==> src/rtl/pic_pkg.sv <==
package pic_pkg;
  localparam logic [1:0] PORT_PCMD  = 2'd0;
  localparam logic [1:0] PORT_PMASK = 2'd1;
  localparam logic [1:0] PORT_SCMD  = 2'd2;
  localparam logic [1:0] PORT_SMASK = 2'd3;
  localparam int EOI_IDX_W = 4;

  typedef struct packed {
    logic eoi;
    logic pmask_wr;
    logic smask_wr;
  } wr_decode_t;
endpackage

==> src/rtl/pic_req_reg.sv <==
module pic_req_reg #(
  parameter int REQ_W = 8,
  parameter int IDX_W = 4
) (
  input  logic             clk,
  input  logic             rst,
  input  logic [REQ_W-1:0] post_vec,
  input  logic [REQ_W-1:0] clear_vec,
  input  logic             eoi,
  input  logic [IDX_W-1:0] eoi_idx,
  output logic [REQ_W-1:0] req_next,
  output logic [REQ_W-1:0] req_q
);
  logic [REQ_W-1:0] eoi_vec;

  // One-hot EOI clear; indices at or above REQ_W select no bit.
  for (genvar i = 0; i < REQ_W; i++) begin : g_eoi
    assign eoi_vec[i] = eoi && (eoi_idx == IDX_W'(i));
  end

  always_comb begin
    req_next = ((req_q | post_vec) & ~clear_vec) & ~eoi_vec;
  end

  always_ff @(posedge clk) begin
    if (rst) req_q <= '0;
    else     req_q <= req_next;
  end
endmodule

==> src/rtl/pic_mask_bank.sv <==
module pic_mask_bank #(
  parameter int REQ_W = 8
) (
  input  logic             clk,
  input  logic             rst,
  input  logic             pmask_wr,
  input  logic             smask_wr,
  input  logic [REQ_W-1:0] wr_byte,
  output logic [REQ_W-1:0] en_next,
  output logic [REQ_W-1:0] en_q,
  output logic [REQ_W-1:0] smask_q
);
  always_comb begin
    en_next = pmask_wr ? ~wr_byte : en_q;
  end

  always_ff @(posedge clk) begin
    if (rst) begin
      en_q    <= '0;
      smask_q <= '0;
    end else begin
      en_q <= en_next;
      if (smask_wr) smask_q <= wr_byte;
    end
  end
endmodule

==> src/rtl/pic_irq_eval.sv <==
module pic_irq_eval (
  input  logic clk,
  input  logic rst,
  input  logic eoi,
  input  logic post_any,
  input  logic pmask_wr,
  input  logic clear_any,
  input  logic live_next,
  output logic irq_q
);
  logic irq_d;

  always_comb begin
    irq_d = irq_q;
    if (eoi)            irq_d = 1'b0;
    else if (post_any)  irq_d = 1'b1;
    else if (pmask_wr)  irq_d = live_next;
    else if (clear_any) irq_d = irq_q & live_next;
  end

  always_ff @(posedge clk) begin
    if (rst) irq_q <= 1'b0;
    else     irq_q <= irq_d;
  end
endmodule

==> src/rtl/pic_read_mux.sv <==
module pic_read_mux #(
  parameter int REQ_W  = 8,
  parameter int WIDE_W = 64
) (
  input  logic              clk,
  input  logic              rst,
  input  logic              rd_en,
  input  logic              rd_wide,
  input  logic [1:0]        sel,
  input  logic [REQ_W-1:0]  req_q,
  input  logic [REQ_W-1:0]  en_q,
  input  logic [REQ_W-1:0]  smask_q,
  output logic [WIDE_W-1:0] rd_q
);
  import pic_pkg::*;
  logic [REQ_W-1:0]  byte_val;
  logic [WIDE_W-1:0] word_val;

  always_comb begin
    unique case (sel)
      PORT_PCMD:  byte_val = req_q;
      PORT_PMASK: byte_val = ~en_q;
      PORT_SCMD:  byte_val = '0;
      default:    byte_val = smask_q;
    endcase
    if (rd_wide) word_val = (sel == PORT_PCMD) ? WIDE_W'(req_q) : '0;
    else         word_val = WIDE_W'(byte_val);
  end

  always_ff @(posedge clk) begin
    if (rst)        rd_q <= '0;
    else if (rd_en) rd_q <= word_val;
  end
endmodule

==> src/rtl/pic_lite.sv <==
module pic_lite #(
  parameter int DATA_W = 8,
  parameter int ADDR_W = 2,
  parameter int WIDE_W = 64
) (
  input  logic              clk,
  input  logic              rst,
  input  logic              wr_en,
  input  logic              rd_en,
  input  logic              rd_wide,
  input  logic [ADDR_W-1:0] addr,
  input  logic [DATA_W-1:0] wr_data,
  output logic [WIDE_W-1:0] rd_data,
  input  logic [DATA_W-1:0] src_post,
  input  logic [DATA_W-1:0] src_clear,
  output logic              irq_out
);
  import pic_pkg::*;
  localparam int REQ_W = DATA_W;

  wr_decode_t       dec;
  logic [1:0]       sel;
  logic [REQ_W-1:0] req_next, req_q, en_next, en_q, smask_q;
  logic             live_next;

  assign sel = addr[1:0];

  always_comb begin
    dec.eoi      = wr_en && (sel == PORT_PCMD);
    dec.pmask_wr = wr_en && (sel == PORT_PMASK);
    dec.smask_wr = wr_en && (sel == PORT_SMASK);
  end

  pic_req_reg #(.REQ_W(REQ_W), .IDX_W(EOI_IDX_W)) u_req (
    .clk(clk), .rst(rst), .post_vec(src_post), .clear_vec(src_clear),
    .eoi(dec.eoi), .eoi_idx(wr_data[EOI_IDX_W-1:0]),
    .req_next(req_next), .req_q(req_q)
  );

  pic_mask_bank #(.REQ_W(REQ_W)) u_mask (
    .clk(clk), .rst(rst), .pmask_wr(dec.pmask_wr), .smask_wr(dec.smask_wr),
    .wr_byte(wr_data), .en_next(en_next), .en_q(en_q), .smask_q(smask_q)
  );

  assign live_next = |(req_next & en_next);

  pic_irq_eval u_irq (
    .clk(clk), .rst(rst), .eoi(dec.eoi), .post_any(|src_post),
    .pmask_wr(dec.pmask_wr), .clear_any(|src_clear),
    .live_next(live_next), .irq_q(irq_out)
  );

  pic_read_mux #(.REQ_W(REQ_W), .WIDE_W(WIDE_W)) u_rd (
    .clk(clk), .rst(rst), .rd_en(rd_en), .rd_wide(rd_wide), .sel(sel),
    .req_q(req_q), .en_q(en_q), .smask_q(smask_q), .rd_q(rd_data)
  );
endmodule

==> config.mk <==
export PLATFORM = sky130hd
export DESIGN_NAME = pic_lite
export DESIGN_NICKNAME = d
export VERILOG_FILES = /design/src/rtl/pic_pkg.sv /design/src/rtl/pic_req_reg.sv /design/src/rtl/pic_mask_bank.sv /design/src/rtl/pic_irq_eval.sv /design/src/rtl/pic_read_mux.sv /design/src/rtl/pic_lite.sv
export SDC_FILE = /design/constraint.sdc
export NUM_CORES = 1
export LEC_CHECK = 0
export BUFFER_PORTS_ARGS = -buffer_cell sky130_fd_sc_hd__buf_4
export CAP_MARGIN = 20
export CORE_MARGIN = 8
export CORE_UTILIZATION = 32
export DETAILED_ROUTE_END_ITERATION = 7
export SLEW_MARGIN = 10
export SYNTH_ARGS = -nofsm -noshare
export SYNTH_HDL_FRONTEND = slang
export SYNTH_HIERARCHICAL = 1
export SYNTH_SLANG_ARGS = --single-unit
==> constraint.sdc <==
create_clock -name clk -period 2.1 [get_ports clk]
set_input_delay 0.21 -clock clk [delete_from_list [all_inputs] [get_ports clk]]
set_output_delay 0.21 -clock clk [all_outputs]
set_load 0.01 [all_outputs]
# Yosys cells after proc, flatten, opt, wreduce, memory -nomap -nowiden

Index checks and enable logic that the tools add are counted.

Logic and storage cells: 49
Bits in registers: 89
Input bits: 31

Mux-type cells: 7
Bitwise logic cells: 9
Reductions and logical operators: 18
Equal/unequal tests: 10

Operators with widths:

| cell                                                 | count |
|---|---|
| 2-to-1 mux 64 bit                                    | 1 |
| inverter 8 bit                                       | 4 |
| AND 8 bit                                            | 3 |
| case mux 8 bit (3 select lines)                      | 1 |
| OR reduction 8 bit                                   | 3 |
| equality test 4 x 3 -> 1 bit (second input constant) | 4 |
| 2-to-1 mux 8 bit                                     | 2 |
| logical AND 1 bit                                    | 11 |
| equality test 4 x 2 -> 1 bit (second input constant) | 2 |
| bitwise OR 8 bit                                     | 1 |
| equality test 2 bit (second input constant)          | 2 |
| equality test 4 x 1 -> 1 bit (second input constant) | 1 |
| logical NOT 4 bit                                    | 1 |
| 2-to-1 mux 1 bit                                     | 3 |
| nonzero test 3 bit                                   | 1 |
| equality test 2 x 1 -> 1 bit (second input constant) | 1 |
| logical NOT 2 bit                                    | 1 |
| OR reduction 2 bit                                   | 1 |
| AND 1 bit                                            | 1 |

# Longest topological paths before layout

Gate-level depths: netlist of run 1.

Depth after elaboration: 11
Gate-level depth with buffers: 7

# Cells and area by module

The synthesis of run 1 kept the hierarchy.

Modules (own cells, without submodules):

| module        | seq. area each (µm²) | area each (µm²) | instances | cells an instance |
|---|---|---|---|---|
| pic_read_mux  | 160.2                | 883.3           | 1         | 119 |
| pic_mask_bank | 320.3                | 659.4           | 1         | 68 |
| pic_req_reg   | 160.2                | 402.9           | 1         | 39 |
| pic_lite      | 0.0                  | 91.3            | 1         | 14 |
| pic_irq_eval  | 20.0                 | 43.8            | 1         | 5 |

# Worst setup path before layout of run 1

No wires, ideal clock.

Path type: in2reg
Start: input addr[1]
End: register u_irq.irq_q
Slack: 0.397 ns
Arrival time: 1.581 ns
Required time: 1.978 ns
Cell stages on the path: 6
Setup time: 0.122 ns
Cells stage by stage: nor3b_1 -> nor3b_2 -> a211oi_1 -> a22oi_1 -> nand4_1 -> o311a_1

Cells in the longest elaborated chain, start to end: 11
Elaborated cells between the ends (all ways): 23

RTL lines:

| what                   | line               | text |
|---|---|---|
| from (decl)            | pic_lite.sv:11     | `input logic [ADDR_W-1:0] addr,` |
| logical NOT 2 bit (*)  | pic_lite.sv:29     | `dec.eoi = wr_en && (sel == PORT_PCMD);` |
| logical AND 1 bit (*)  | pic_lite.sv:29     |  |
| logical AND 1 bit (*)  | pic_req_reg.sv:18  | `assign eoi_vec[i] = eoi && (eoi_idx == IDX_W'(i));` |
| inverter 8 bit (*)     | pic_req_reg.sv:22  | `req_next = ((req_q \| post_vec) & ~clear_vec) & ~eoi_vec;` |
| AND 8 bit (*)          | pic_req_reg.sv:22  |  |
| net req_next[1]        | pic_lite.sv:23     | `logic [REQ_W-1:0] req_next, req_q, en_next, en_q, smask_q;` |
| AND 8 bit (*)          | pic_lite.sv:45     | `assign live_next = \|(req_next & en_next);` |
| OR reduction 8 bit (*) | pic_lite.sv:45     |  |
| net live_next          | pic_lite.sv:24     | `logic live_next;` |
| AND 1 bit              | pic_irq_eval.sv:18 | `else if (clear_any) irq_d = irq_q & live_next;` |
| 2-to-1 mux 1 bit       | pic_irq_eval.sv:18 |  |
| 2-to-1 mux 1 bit (*)   | pic_irq_eval.sv:17 | `else if (pmask_wr) irq_d = live_next;` |
| 2-to-1 mux 1 bit (*)   | pic_irq_eval.sv:16 | `else if (post_any) irq_d = 1'b1;` |
| to (signal assigned)   | pic_irq_eval.sv:23 | `else irq_q <= irq_d;` |
| to (decl)              | pic_irq_eval.sv:9  | `output logic irq_q` |

The timed path passes the listed nets; every way through them passes the cells marked *. The select of a mux whose other input is x is not followed.
A chain may end at the register's enable or synchronous reset.

==> flow_summary_export.csv, run 1 <==
group,metric,value,unit
synthesis,yosysSeqAreaShare,31.75,%
detailed_routing,drtIter0Drc,87,
layout,areaGrowthSynthToFinish,10.82,%
floorplan,die_area,9338,um^2
layout,fin_area,2306,um^2
floorplan,core_area,6314,um^2
cts,holdBufCountCts,0,
synthesis,synth_area_per_cell,8.493,um^2
layout,antenna_cells,0,
layout,multi_input_area,1147,um^2
worst_setup_path,critical_path_class,"in -> reg",
pwr,total_power,1.410,mW
synthesis,post_synth_num_cell_types,36,
cts,cts_inserted_buffers,5,
detailed_routing,detail-route-antenna-nets,0,
run_status,status,"finished, final reports clean",
timing,setup_viol,0,
timing,maxSlewViolCount,0,
cts,clkSlewWorstSetupHoldPaths,0.06,ns
timing,period_needed,1.840,ns
synthesis,synth.most_common_cell,"buf_4",
pwr,powerDensity,611.4,nW/um^2
placed_design,dp_hpwl,4229,um
timing,hold_viol_final,0,
timing,worstMarginPinSlew,0.5109,ns
synthesis,synth-async-reset-ratio,0,%
cts,cts_setup_buffers,0,
worst_setup_path,cp_max_fo,12,
worst_setup_path,crit_buf_inv,1,
global_routing,overflow,0,
placed_design,dpl_cell_area,2220,um^2
synthesis,syn_inst,245,
cts,clockBufferDepth,2,
cts,cts_resized,0,
timing,clock_skew,0.001173,ns
worst_setup_path,critPathRequiredTime,2.27,ns
worst_setup_path,crit_chain,"buf_4 > nor3b_1 > nor3b_2 > a211oi_1 > a22oi_1 > nand4_1 > o311a_1",
worst_setup_path,crit_arrival,2.01,ns
timing,fin_crit_sh,87.61,%
synthesis,synth_edf_count,0,
detailed_routing,vias_per_cell,4.468,
global_routing,grt_pass1_wl,8335,um
timing,slew_headroom,65.94,%
floorplan,die_w,96.64,um
synthesis,ys_warn_count,6,
placed_design,globalplace.congestion,0.8074,
detailed_routing,wl,5268,um
synthesis,netlist_top_cells_count,"buf_4 (57), nor2_1 (35), dfxtp_1 (33)",
detailed_routing,dr.pass1.iters,4,
cts,htree_num_levels,2,
synthesis,synth_seq_cells,33,
detailed_routing,routedWlPerCell,14.59,um
synthesis,synth_flop_cell,"dfxtp_1",
layout,fillers,664,
floorplan,ios,96,
cts,root_buffer,"clkbuf_8",
global_routing,grt_max_degree,34,
synthesis,syn-cell-area,2081,um^2
floorplan,start_util,32.96,%
synthesis,yosys-top-cells-area,"dfxtp_1 (32%), buf_4 (21%), nor2_1 (6.3%)",
pwr,ir_worst_vdd,0.3344,mV
timing,max_freq,543.6,MHz
layout,register_area,660.6,um^2
worst_hold_path,min_path_type,"in -> reg",
layout,drive_gt1_share,23.24,%
cts,cts_tree,"done",
floorplan,fp.dieH,96.64,um
worst_setup_path,slowest_stage,"nor3b_2",
synthesis,yosys.area.top_type_share,31.75,%
cts,clock-sinks,33,
worst_setup_path,start_kind,"input port",
detailed_routing,drc,0,
global_routing,track_usage,10.67,%
timing,rsz0062_at_grt,"false",
detailed_routing,vias,1613,
worst_setup_path,end_kind,"flop",
worst_setup_path,cpLargestDelayFamily,"simple AND/OR/NAND/NOR gates",
run,cap_violations,0,
synthesis,yosys.area.top_type,"dfxtp_1",
layout,fin_nets,315,
floorplan,row_count,29,
worst_setup_path,max_stage_delay,0.46,ns
global_routing,grt_pass1_vias,1628,
cts,insertion_delay,0.28,ns
pwr,p_leak,0.9913,nW
global_routing,antenna_found_initial,0,
placed_design,io_buffers,39,
==> where the power goes <==
group	switching (mW)	internal (mW)
combinational	0.159	0.102
clock	0.217	0.260
sequential	0.0168	0.655
==> state kept, by name, summed over array words and instances, names as in the netlist <==
signal	flops
u_mask/smask_q	8
u_req/req_q	8
u_mask/en_q	8
u_rd/rd_q	8
u_irq/irq_q	1
==> worst paths after layout <==
path / cells after the start / start / slack [ns] / endpoint
worst max-delay path: 7 / addr[1] / 0.26 / u_irq/irq_q$_SDFFE_PP0P_
worst min-delay path: 2 / src_clear[7] / 0.1 / u_req/req_q[7]$_SDFF_PP0_
worst max register to register: 5 / u_req/req_q[5]$_SDFF_PP0_ / 0.75 / u_irq/irq_q$_SDFFE_PP0P_
worst min register to register: 2 / u_rd/rd_q[4]$_SDFFE_PP0P_ / 0.49 / u_rd/rd_q[4]$_SDFFE_PP0P_
==> per-stage QoR <==
| stage | setup TNS (ns) | cells | worst slack (ns) | hold WS [ns] | util (%) |
|---|---|---|---|---|---|
| 6_report | 0 | 361 | 0.2603 | 0.09853 | 36.52 |
| 3_5_place_dp | -0.02660 | 354 | -0.02660 | 0.3933 | 35.16 |
| 4_1_cts | 0 | 361 | 0.2805 | 0.09145 | 36.52 |
| 3_3_place_gp | 0 | 354 | 0.002278 | 0.3927 | 35.16 |
| 5_1_grt | 0 | 361 | 0.05327 | 0.09778 | 36.52 |
| 2_1_floorplan | 0 | 300 | 0.3973 | 0.2789 | - |
==> layout by cell type (no fill, tap or decap), types with 3 or more instances in the layout <==
| master | synthesis | layout |
|---|---|---|
| nand2b_1 | 8 | 8 |
| mux2i_1 | 8 | 8 |
| nor4_1 | 4 | 4 |
| dfxtp_1 | 33 | 33 |
| and2_1 | 3 | 3 |
| a311oi_1 | 8 | 8 |
| a2111oi_2 | 5 | 5 |
| and2_2 | 6 | 6 |
| nand2_1 | 18 | 18 |
| clkbuf_8 | 0 | 6 |
| a21oi_1 | 6 | 6 |
| a22oi_1 | 4 | 4 |
| buf_4 | 57 | 42 |
| or2b_1 | 6 | 6 |
| nor2_1 | 35 | 35 |
| conb_1 | 1 | 56 |
| o21ai_0 | 6 | 6 |
| a211oi_1 | 8 | 8 |
==> worst reg2reg max path: cells and delay by family, from the launching register on <==
| kind | cells | cell delay (ns) |
|---|---|---|
| AND/OR/NAND/NOR | 2 | 0.29 |
| AO/OA/AOI/OAI | 3 | 0.63 |
| flip-flops | 1 | 0.33 |
==> cells by family after synthesis <==
family	count (synthesis)	share of synthesized area, %
compound gates	45	17.38
buf+inv	65	23.03
flops	33	31.75
mux	8	3.849
other cells	1	0.1802
simple gates	93	23.81
==> per-layer routing <==
metal | global-route usage, % | part of all wire [%] | up-vias
li1 | - | - | 810
met5 | 0 | 0 | -
met3 | 4.054 | 6.9 | 11
met1 | 12.58 | 45 | 723
met2 | 17.19 | 46 | 69
met4 | 3.787 | 1.7 | 0
==> layout make-up <==
type                            instances  share of cell area [%]
Tap cell                               77                   4.178
Multi-Input combinational cell        202                   49.76
Timing Repair Buffer                   42                   13.67
Clock buffer                            7                   3.744
Sequential cell                        33                   28.65
No activity file was read; power rests on OpenSTA's default activity.
==> run 2, diff against run 1 <==
==> constraint.sdc (replaced) <==
create_clock -name clk -period 2 [get_ports clk]
set_input_delay 0.2 -clock clk [delete_from_list [all_inputs] [get_ports clk]]
set_output_delay 0.2 -clock clk [all_outputs]
set_load 0.01 [all_outputs]
==> run 2 against run 1 <==
Effect of this change: critical path depth is 1 higher; die area unchanged; first-iteration DRC count increased by 41%; register-to-register slack got worse by 0.12 ns; final area is 2.0% higher; core utilization up 0.71 points; via count grew 1.7%; wire length increased by 3.0%; largest power group unchanged; highest routed layer unchanged.
==> flow_summary_export.csv, run 2 (same netlist as run 1, synthesis figures left out) <==
group,metric,value,unit
run_status,status,"finished, final reports clean",
layout,layout_common_cells,"conb_1 (56), buf_4 (44), nor2_1 (35), dfxtp_1 (33), nand2_1 (18)",
cts,root_buffer,"clkbuf_8",
timing,hold_viol_final,0,
worst_setup_path,reg2reg_slack,0.63,ns
worst_hold_path,timing.hold.worst_path_depth,2,
global_routing,antenna_found_initial,0,
layout,fin_area,2351,um^2
cts,clock-sinks,33,
cts,cts_resized,0,
floorplan,start_util,32.96,%
timing,slew_headroom,65.26,%
cts,cts_inserted_buffers,5,
cts,clockBufferDepth,2,
placed_design,io_buffers,39,
timing,fin_crit_sh,84.35,%
layout,fillers,688,
detailed_routing,vias,1641,
cts,insertion_delay,0.28,ns
timing,rsz0062_at_grt,"false",
cts,cts_setup_buffers,0,
detailed_routing,dr.pass1.iters,4,
pwr,power.switching,0.4340,mW
worst_setup_path,crit_arrival,1.86,ns
worst_hold_path,holdPathEnd,"u_req/req_q[7]$_SDFF_PP0_",
pwr,internal_power,1.202,mW
pwr,sw_frac_of_total,26.53,%
worst_hold_path,min_path_type,"in -> reg",
layout,drive_gt1_share,24.04,%
placed_design,dp.cells,356,
detailed_routing,vias_per_cell,4.508,
worst_setup_path,crit_buf_inv,2,
worst_setup_path,end_kind,"flop",
floorplan,die_w,96.64,um
worst_hold_path,min-delay-start,"src_clear[7]",
timing,clock_skew,0.003150,ns
worst_setup_path,critical_path_class,"in -> reg",
worst_setup_path,r2r_cells,5,
placed_design,dp_hpwl,4294,um
timing,tns,0,ns
pwr,power.share.sequential,43.0,%
global_routing,grt_max_degree,34,
timing,period_needed,1.687,ns
floorplan,ios,96,
timing,layout_setup_ws,0.3130,ns
detailed_routing,wl,5428,um
worst_setup_path,cp_common_cell,"buf_4",
cts,cts_tree,"done",
worst_setup_path,cp_max_fo,5,
timing,maxSlewViolCount,0,
worst_setup_path,crit_chain,"buf_4 > nor3b_1 > buf_4 > and3b_1 > a211oi_1 > a22oi_1 > nand4_1 > o311a_1",
worst_setup_path,r2r_end,"u_irq/irq_q$_SDFFE_PP0P_",
layout,fin_nets,317,
layout,areaGrowthSynthToFinish,12.99,%
placed_design,pre_cts_slack,0.09845,ns
pwr,ir_worst_vdd,0.4583,mV
pwr,p_clk_share,39.9,%
detailed_routing,routedWlPerCell,14.91,um
pwr,powerDensity,696.0,nW/um^2
worst_setup_path,slowest_stage,"o311a_1",
detailed_routing,drtIter0Drc,123,
layout,antenna_cells,0,
floorplan,die_area,9338,um^2
floorplan,fp.dieH,96.64,um
global_routing,grt_pass1_vias,1643,
placed_design,globalplace.congestion,0.9667,
global_routing,overflow,0,
worst_setup_path,cp-startpoint,"addr[0]",
timing,setup_viol,0,
cts,holdBufCountCts,0,
floorplan,row_count,29,
layout,instances_no_fill,364,
pwr,p_leak,1.016,nW
timing,max_freq,592.8,MHz
run,cap_violations,0,
cts,htree_num_levels,2,
timing,worstMarginPinSlew,0.5211,ns
worst_setup_path,start_kind,"input port",
layout,layout.cells.most_common,"conb_1",
layout,postLayoutCoreUtil,37.24,%
cts,clkSlewWorstSetupHoldPaths,0.07,ns
worst_setup_path,max_stage_delay,0.33,ns
worst_setup_path,r2r_start,"u_req/req_q[5]$_SDFF_PP0_",
detailed_routing,drc,0,
global_routing,grt_pass1_wl,8756,um
pwr,p_comb_share,17.1,%
placed_design,dpl_cell_area,2235,um^2
floorplan,core_area,6314,um^2
detailed_routing,detail-route-antenna-nets,0,
worst_setup_path,critPathRequiredTime,2.18,ns
global_routing,track_usage,11.23,%
worst_setup_path,cpLargestDelayFamily,"simple AND/OR/NAND/NOR gates",
[run 2: per-layer routing]
metal / global-route usage, % / up-vias / routed length, um
met5: 0 / - / 0
li1: - / 820 / -
met3: 4.125 / 5 / 407
met1: 13.56 / 748 / 2348
met2: 17.97 / 68 / 2611
met4: 3.550 / 0 / 61
[run 2: metrics by stage]
step | power [mW] | hold WS [ns]
floorplan | 0.9591 | 0.2689
global placement | 0.9920 | 0.3958
detailed placement | 0.9932 | 0.3917
CTS | 1.653 | 0.07986
global route | 1.711 | 0.08002
finish | 1.636 | 0.09015
[run 2: layout make-up]
cell class | instances | area (um^2) | area share [%]
multi-input cells | 202 | 1147 | 48.80
flip-flops and latches | 33 | 660.6 | 28.10
repair buffers | 44 | 330.3 | 14.05
clock inverters | 1 | 30.03 | 1.277
well taps | 77 | 96.34 | 4.098
clock buffers | 7 | 86.33 | 3.672
[run 2: power by group through the flow]
stage | Combinational, mW | Clock [mW] | Sequential, mW
floorplan | 0.239 | 0 | 0.720
global placement | 0.274 | 0 | 0.718
detailed placement | 0.275 | 0 | 0.719
CTS | 0.275 | 0.674 | 0.704
global route | 0.308 | 0.697 | 0.707
finish | 0.280 | 0.653 | 0.703
[run 2: how the worst max path moves through the flow]
| stage | endpoint | slack, ns | cells past startpoint |
|---|---|---|---|
| after floorplan | u_irq/irq_q$_SDFFE_PP0P_ | 0.31 | 6 |
| after CTS | u_irq/irq_q$_SDFFE_PP0P_ | 0.34 | 8 |
| after detailed placement | u_irq/irq_q$_SDFFE_PP0P_ | 0.1 | 8 |
| after global placement | u_irq/irq_q$_SDFFE_PP0P_ | 0.14 | 7 |
| final | u_irq/irq_q$_SDFFE_PP0P_ | 0.31 | 8 |
| after global routing | u_irq/irq_q$_SDFFE_PP0P_ | 0.17 | 7 |
[run 2: worst reg2reg max path, cell delays in order, from the launching register on]
cell      delay, ns
dfxtp_1        0.33
nor2_1         0.18
a211oi_1       0.09
a22oi_1        0.21
nand4_1        0.13
o311a_1        0.33
==> run 3, diff against run 2 <==
--- a/config.mk
+++ b/config.mk
@@ -5,6 +5,7 @@
 export SDC_FILE = /design/constraint.sdc
 export NUM_CORES = 1
 export LEC_CHECK = 0
+export ABC_AREA = 1
 export BUFFER_PORTS_ARGS = -buffer_cell sky130_fd_sc_hd__buf_4
 export CAP_MARGIN = 20
 export CORE_MARGIN = 8
==> constraint.sdc (replaced) <==
create_clock -name clk -period 1.4 [get_ports clk]
set_input_delay 0.14 -clock clk [delete_from_list [all_inputs] [get_ports clk]]
set_output_delay 0.14 -clock clk [all_outputs]
set_load 0.01 [all_outputs]
==> run 3 against run 2 <==
Effect of this change: sequential power up 45%; largest power group unchanged; hold slack better by 0.0035 ns; wire length increased by 0.68%; die area rose by 0.90%; first-iteration DRC count is 16% lower; global-route usage up 0.44 points; final cell count increased by 25%; critical path type is now reg -> reg.
==> flow_summary_export.csv, run 3 <==
group,metric,value,unit
synthesis,yosys-top-cells-area,"dfxtp_1 (31%), buf_4 (20%), nor2_1 (11%)",
global_routing,grt_pass1_vias,2044,
cts,clock-sinks,33,
worst_setup_path,r2r_start,"u_req/req_q[3]$_SDFF_PP0_",
synthesis,post_synth_num_cell_types,22,
detailed_routing,dr.pass1.iters,4,
synthesis,synth-async-reset-ratio,0,%
detailed_routing,wl_met1,2229,um
floorplan,start_util,33.12,%
layout,instances_no_fill,456,
worst_hold_path,holdPathEnd,"u_mask/smask_q[4]$_SDFFE_PP0P_",
floorplan,die_w,97.07,um
detailed_routing,drc,0,
floorplan,row_count,29,
pwr,ir_worst_vdd,0.3070,mV
detailed_routing,drtIter0Drc,103,
synthesis,yosys.area.top_type_share,31.41,%
worst_setup_path,cp_max_fo,2,
synthesis,synth.most_common_cell,"nor2_1",
synthesis,ys_warn_count,6,
global_routing,overflow,0,
synthesis,synth_seq_cells,33,
placed_design,globalplace.congestion,0.8681,
layout,layout_common_cells,"nor2_1 (62), buf_4 (58), conb_1 (56), nand2_1 (54), inv_1 (35)",
cts,cts_resized,0,
placed_design,dp.cells,448,
pwr,total_power,2.179,mW
timing,rsz0062_at_grt,"false",
synthesis,synthMuxAreaShare,0,%
synthesis,syn_inst,319,
cts,holdBufCountCts,0,
global_routing,antenna_found_initial,0,
layout,multi_input_area,1051,um^2
global_routing,grt_pass1_wl,9273,um
synthesis,yosysSeqAreaShare,31.41,%
floorplan,fp.dieH,97.07,um
placed_design,dp_hpwl,4484,um
layout,antenna_cells,0,
worst_setup_path,critical_path_class,"reg -> reg",
synthesis,synth_area_per_cell,6.593,um^2
floorplan,core_area,6350,um^2
detailed_routing,routed-wl-met2,2770,um
worst_setup_path,critPathRequiredTime,1.61,ns
detailed_routing,wl,5465,um
run_status,status,"finished, final reports clean",
cts,clkSlewWorstSetupHoldPaths,0.07,ns
layout,fillers,707,
detailed_routing,highest_layer,"met4",
cts,cts_tree,"done",
synthesis,syn-cell-area,2103,um^2
worst_setup_path,crit_arrival,1.41,ns
timing,tns,0,ns
cts,cts_inserted_buffers,5,
detailed_routing,routedWlPerCell,11.98,um
floorplan,die_area,9423,um^2
pwr,p_leak,1.336,nW
layout,areaGrowthSynthToFinish,17.79,%
timing,fin_crit_sh,85.34,%
cts,root_buffer,"clkbuf_8",
synthesis,yosys.area_share.simple,28.08,%
detailed_routing,detail-route-antenna-nets,0,
timing,clock_skew,0.005509,ns
timing,max_freq,837.0,MHz
layout,drive_gt1_share,20.32,%
worst_setup_path,cp-startpoint,"u_req/req_q[3]$_SDFF_PP0_",
cts,insertion_delay,0.28,ns
cts,htree_num_levels,2,
layout,postLayoutCoreUtil,39.01,%
detailed_routing,vias_per_cell,4.202,
synthesis,synth_top_family_by_area,"buffers and inverters",
worst_setup_path,reg2reg_slack,0.21,ns
layout,fin_nets,409,
global_routing,track_usage,11.67,%
timing,period_needed,1.195,ns
timing,hold_viol_final,0,
synthesis,synth_compound_area_share,10.89,%
cts,clockBufferDepth,2,
worst_hold_path,timing.hold.worst_path_depth,3,
layout,register_area,660.6,um^2
placed_design,io_buffers,39,
worst_hold_path,min-delay-start,"wr_data[4]",
synthesis,synth_adder_area_share,0,%
floorplan,ios,96,
global_routing,grt_max_degree,20,
synthesis,synth_edf_count,0,
worst_setup_path,r2r_end,"u_irq/irq_q$_SDFFE_PP0P_",
timing,maxSlewViolCount,0,
synthesis,yosys.area.top_type,"dfxtp_1",
detailed_routing,vias,1916,
worst_setup_path,start_kind,"flop",
pwr,powerDensity,879.7,nW/um^2
layout,layout.cells.most_common,"nor2_1",
run,cap_violations,0,
synthesis,synth_flop_cell,"dfxtp_1",
detailed_routing,wl_met3,422,um
worst_hold_path,min_path_type,"in -> reg",
worst_setup_path,r2r_cells,12,
synthesis,netlist_top_cells_count,"nor2_1 (64), buf_4 (57), nand2_1 (54)",
timing,setup_viol,0,
worst_setup_path,end_kind,"flop",
synthesis,synthXorXnorAreaFrac,0,%
cts,cts_setup_buffers,0,
==> run 3: cell types whose count changed after synthesis, sizes merged, moves of 9 or more <==
cell	previous run	this run
nand2	18	54
nand2b	10	0
nor2	36	66
and2	9	0
o21ai	8	25
nand3	0	20
inv	0	35
a21oi	8	17
==> run 3: layout make-up <==
class	count	share of cell area (%)
clock buffer	6	2.929
clock inverter	2	0.4040
inverter	36	5.657
multi-input combinational	243	42.42
sequential	33	26.67
tap	77	3.889
timing repair buffer	59	18.03
==> run 3: metal layers <==
layer	up-vias	global-route usage [%]
li1	992	-
met1	855	11.96
met2	65	21.35
met3	4	4.552
met4	0	3.195
met5	-	0
==> run 3: cell families (layout without fill, tap and decap cells) <==
logic type,count (synthesis),after routing
simple gates,145,145
buf+inv,98,103
compound gates,42,42
flops,33,33
other cells,1,56
==> run 3: worst max path at each step <==
stage	slack [ns]	cells past startpoint	to
4_1_cts	0.15	15	u_irq/irq_q$_SDFFE_PP0P_
6_report	0.21	12	u_irq/irq_q$_SDFFE_PP0P_
3_3_place_gp	-0.12	15	u_irq/irq_q$_SDFFE_PP0P_
3_5_place_dp	-0.14	15	u_irq/irq_q$_SDFFE_PP0P_
2_1_floorplan	0.02	14	u_irq/irq_q$_SDFFE_PP0P_
5_1_grt	0.02	15	u_irq/irq_q$_SDFFE_PP0P_
==> run 3: metrics by stage <==
| stage | hold slack, ns | worst slack [ns] | area, um^2 |
|---|---|---|---|
| 2_1_floorplan | 0.2749 | 0.02288 | 2315 |
| 3_3_place_gp | 0.3771 | -0.1234 | 2375 |
| 3_5_place_dp | 0.3843 | -0.1397 | 2375 |
| 4_1_cts | 0.08863 | 0.1508 | 2457 |
| 5_1_grt | 0.09518 | 0.01980 | 2477 |
| 6_report | 0.09363 | 0.2053 | 2477 |
==> run 3: report_power, final <==
part           internal, mW  total (mW)  switching [mW]
Sequential            0.990        1.02          0.0269
Clock                 0.344       0.678           0.334
Combinational         0.193       0.484           0.291
==> run 3: worst max-delay path: stages (launching register included) <==
cell	delay, ns
dfxtp_1	0.35
nor2_1	0.05
nor2_1	0.11
nand2_1	0.09
inv_1	0.05
nand2_1	0.05
nand2_1	0.09
nor2_2	0.05
nand2_1	0.05
inv_1	0.03
o21ai_1	0.06
nand2_1	0.07
a21oi_2	0.10
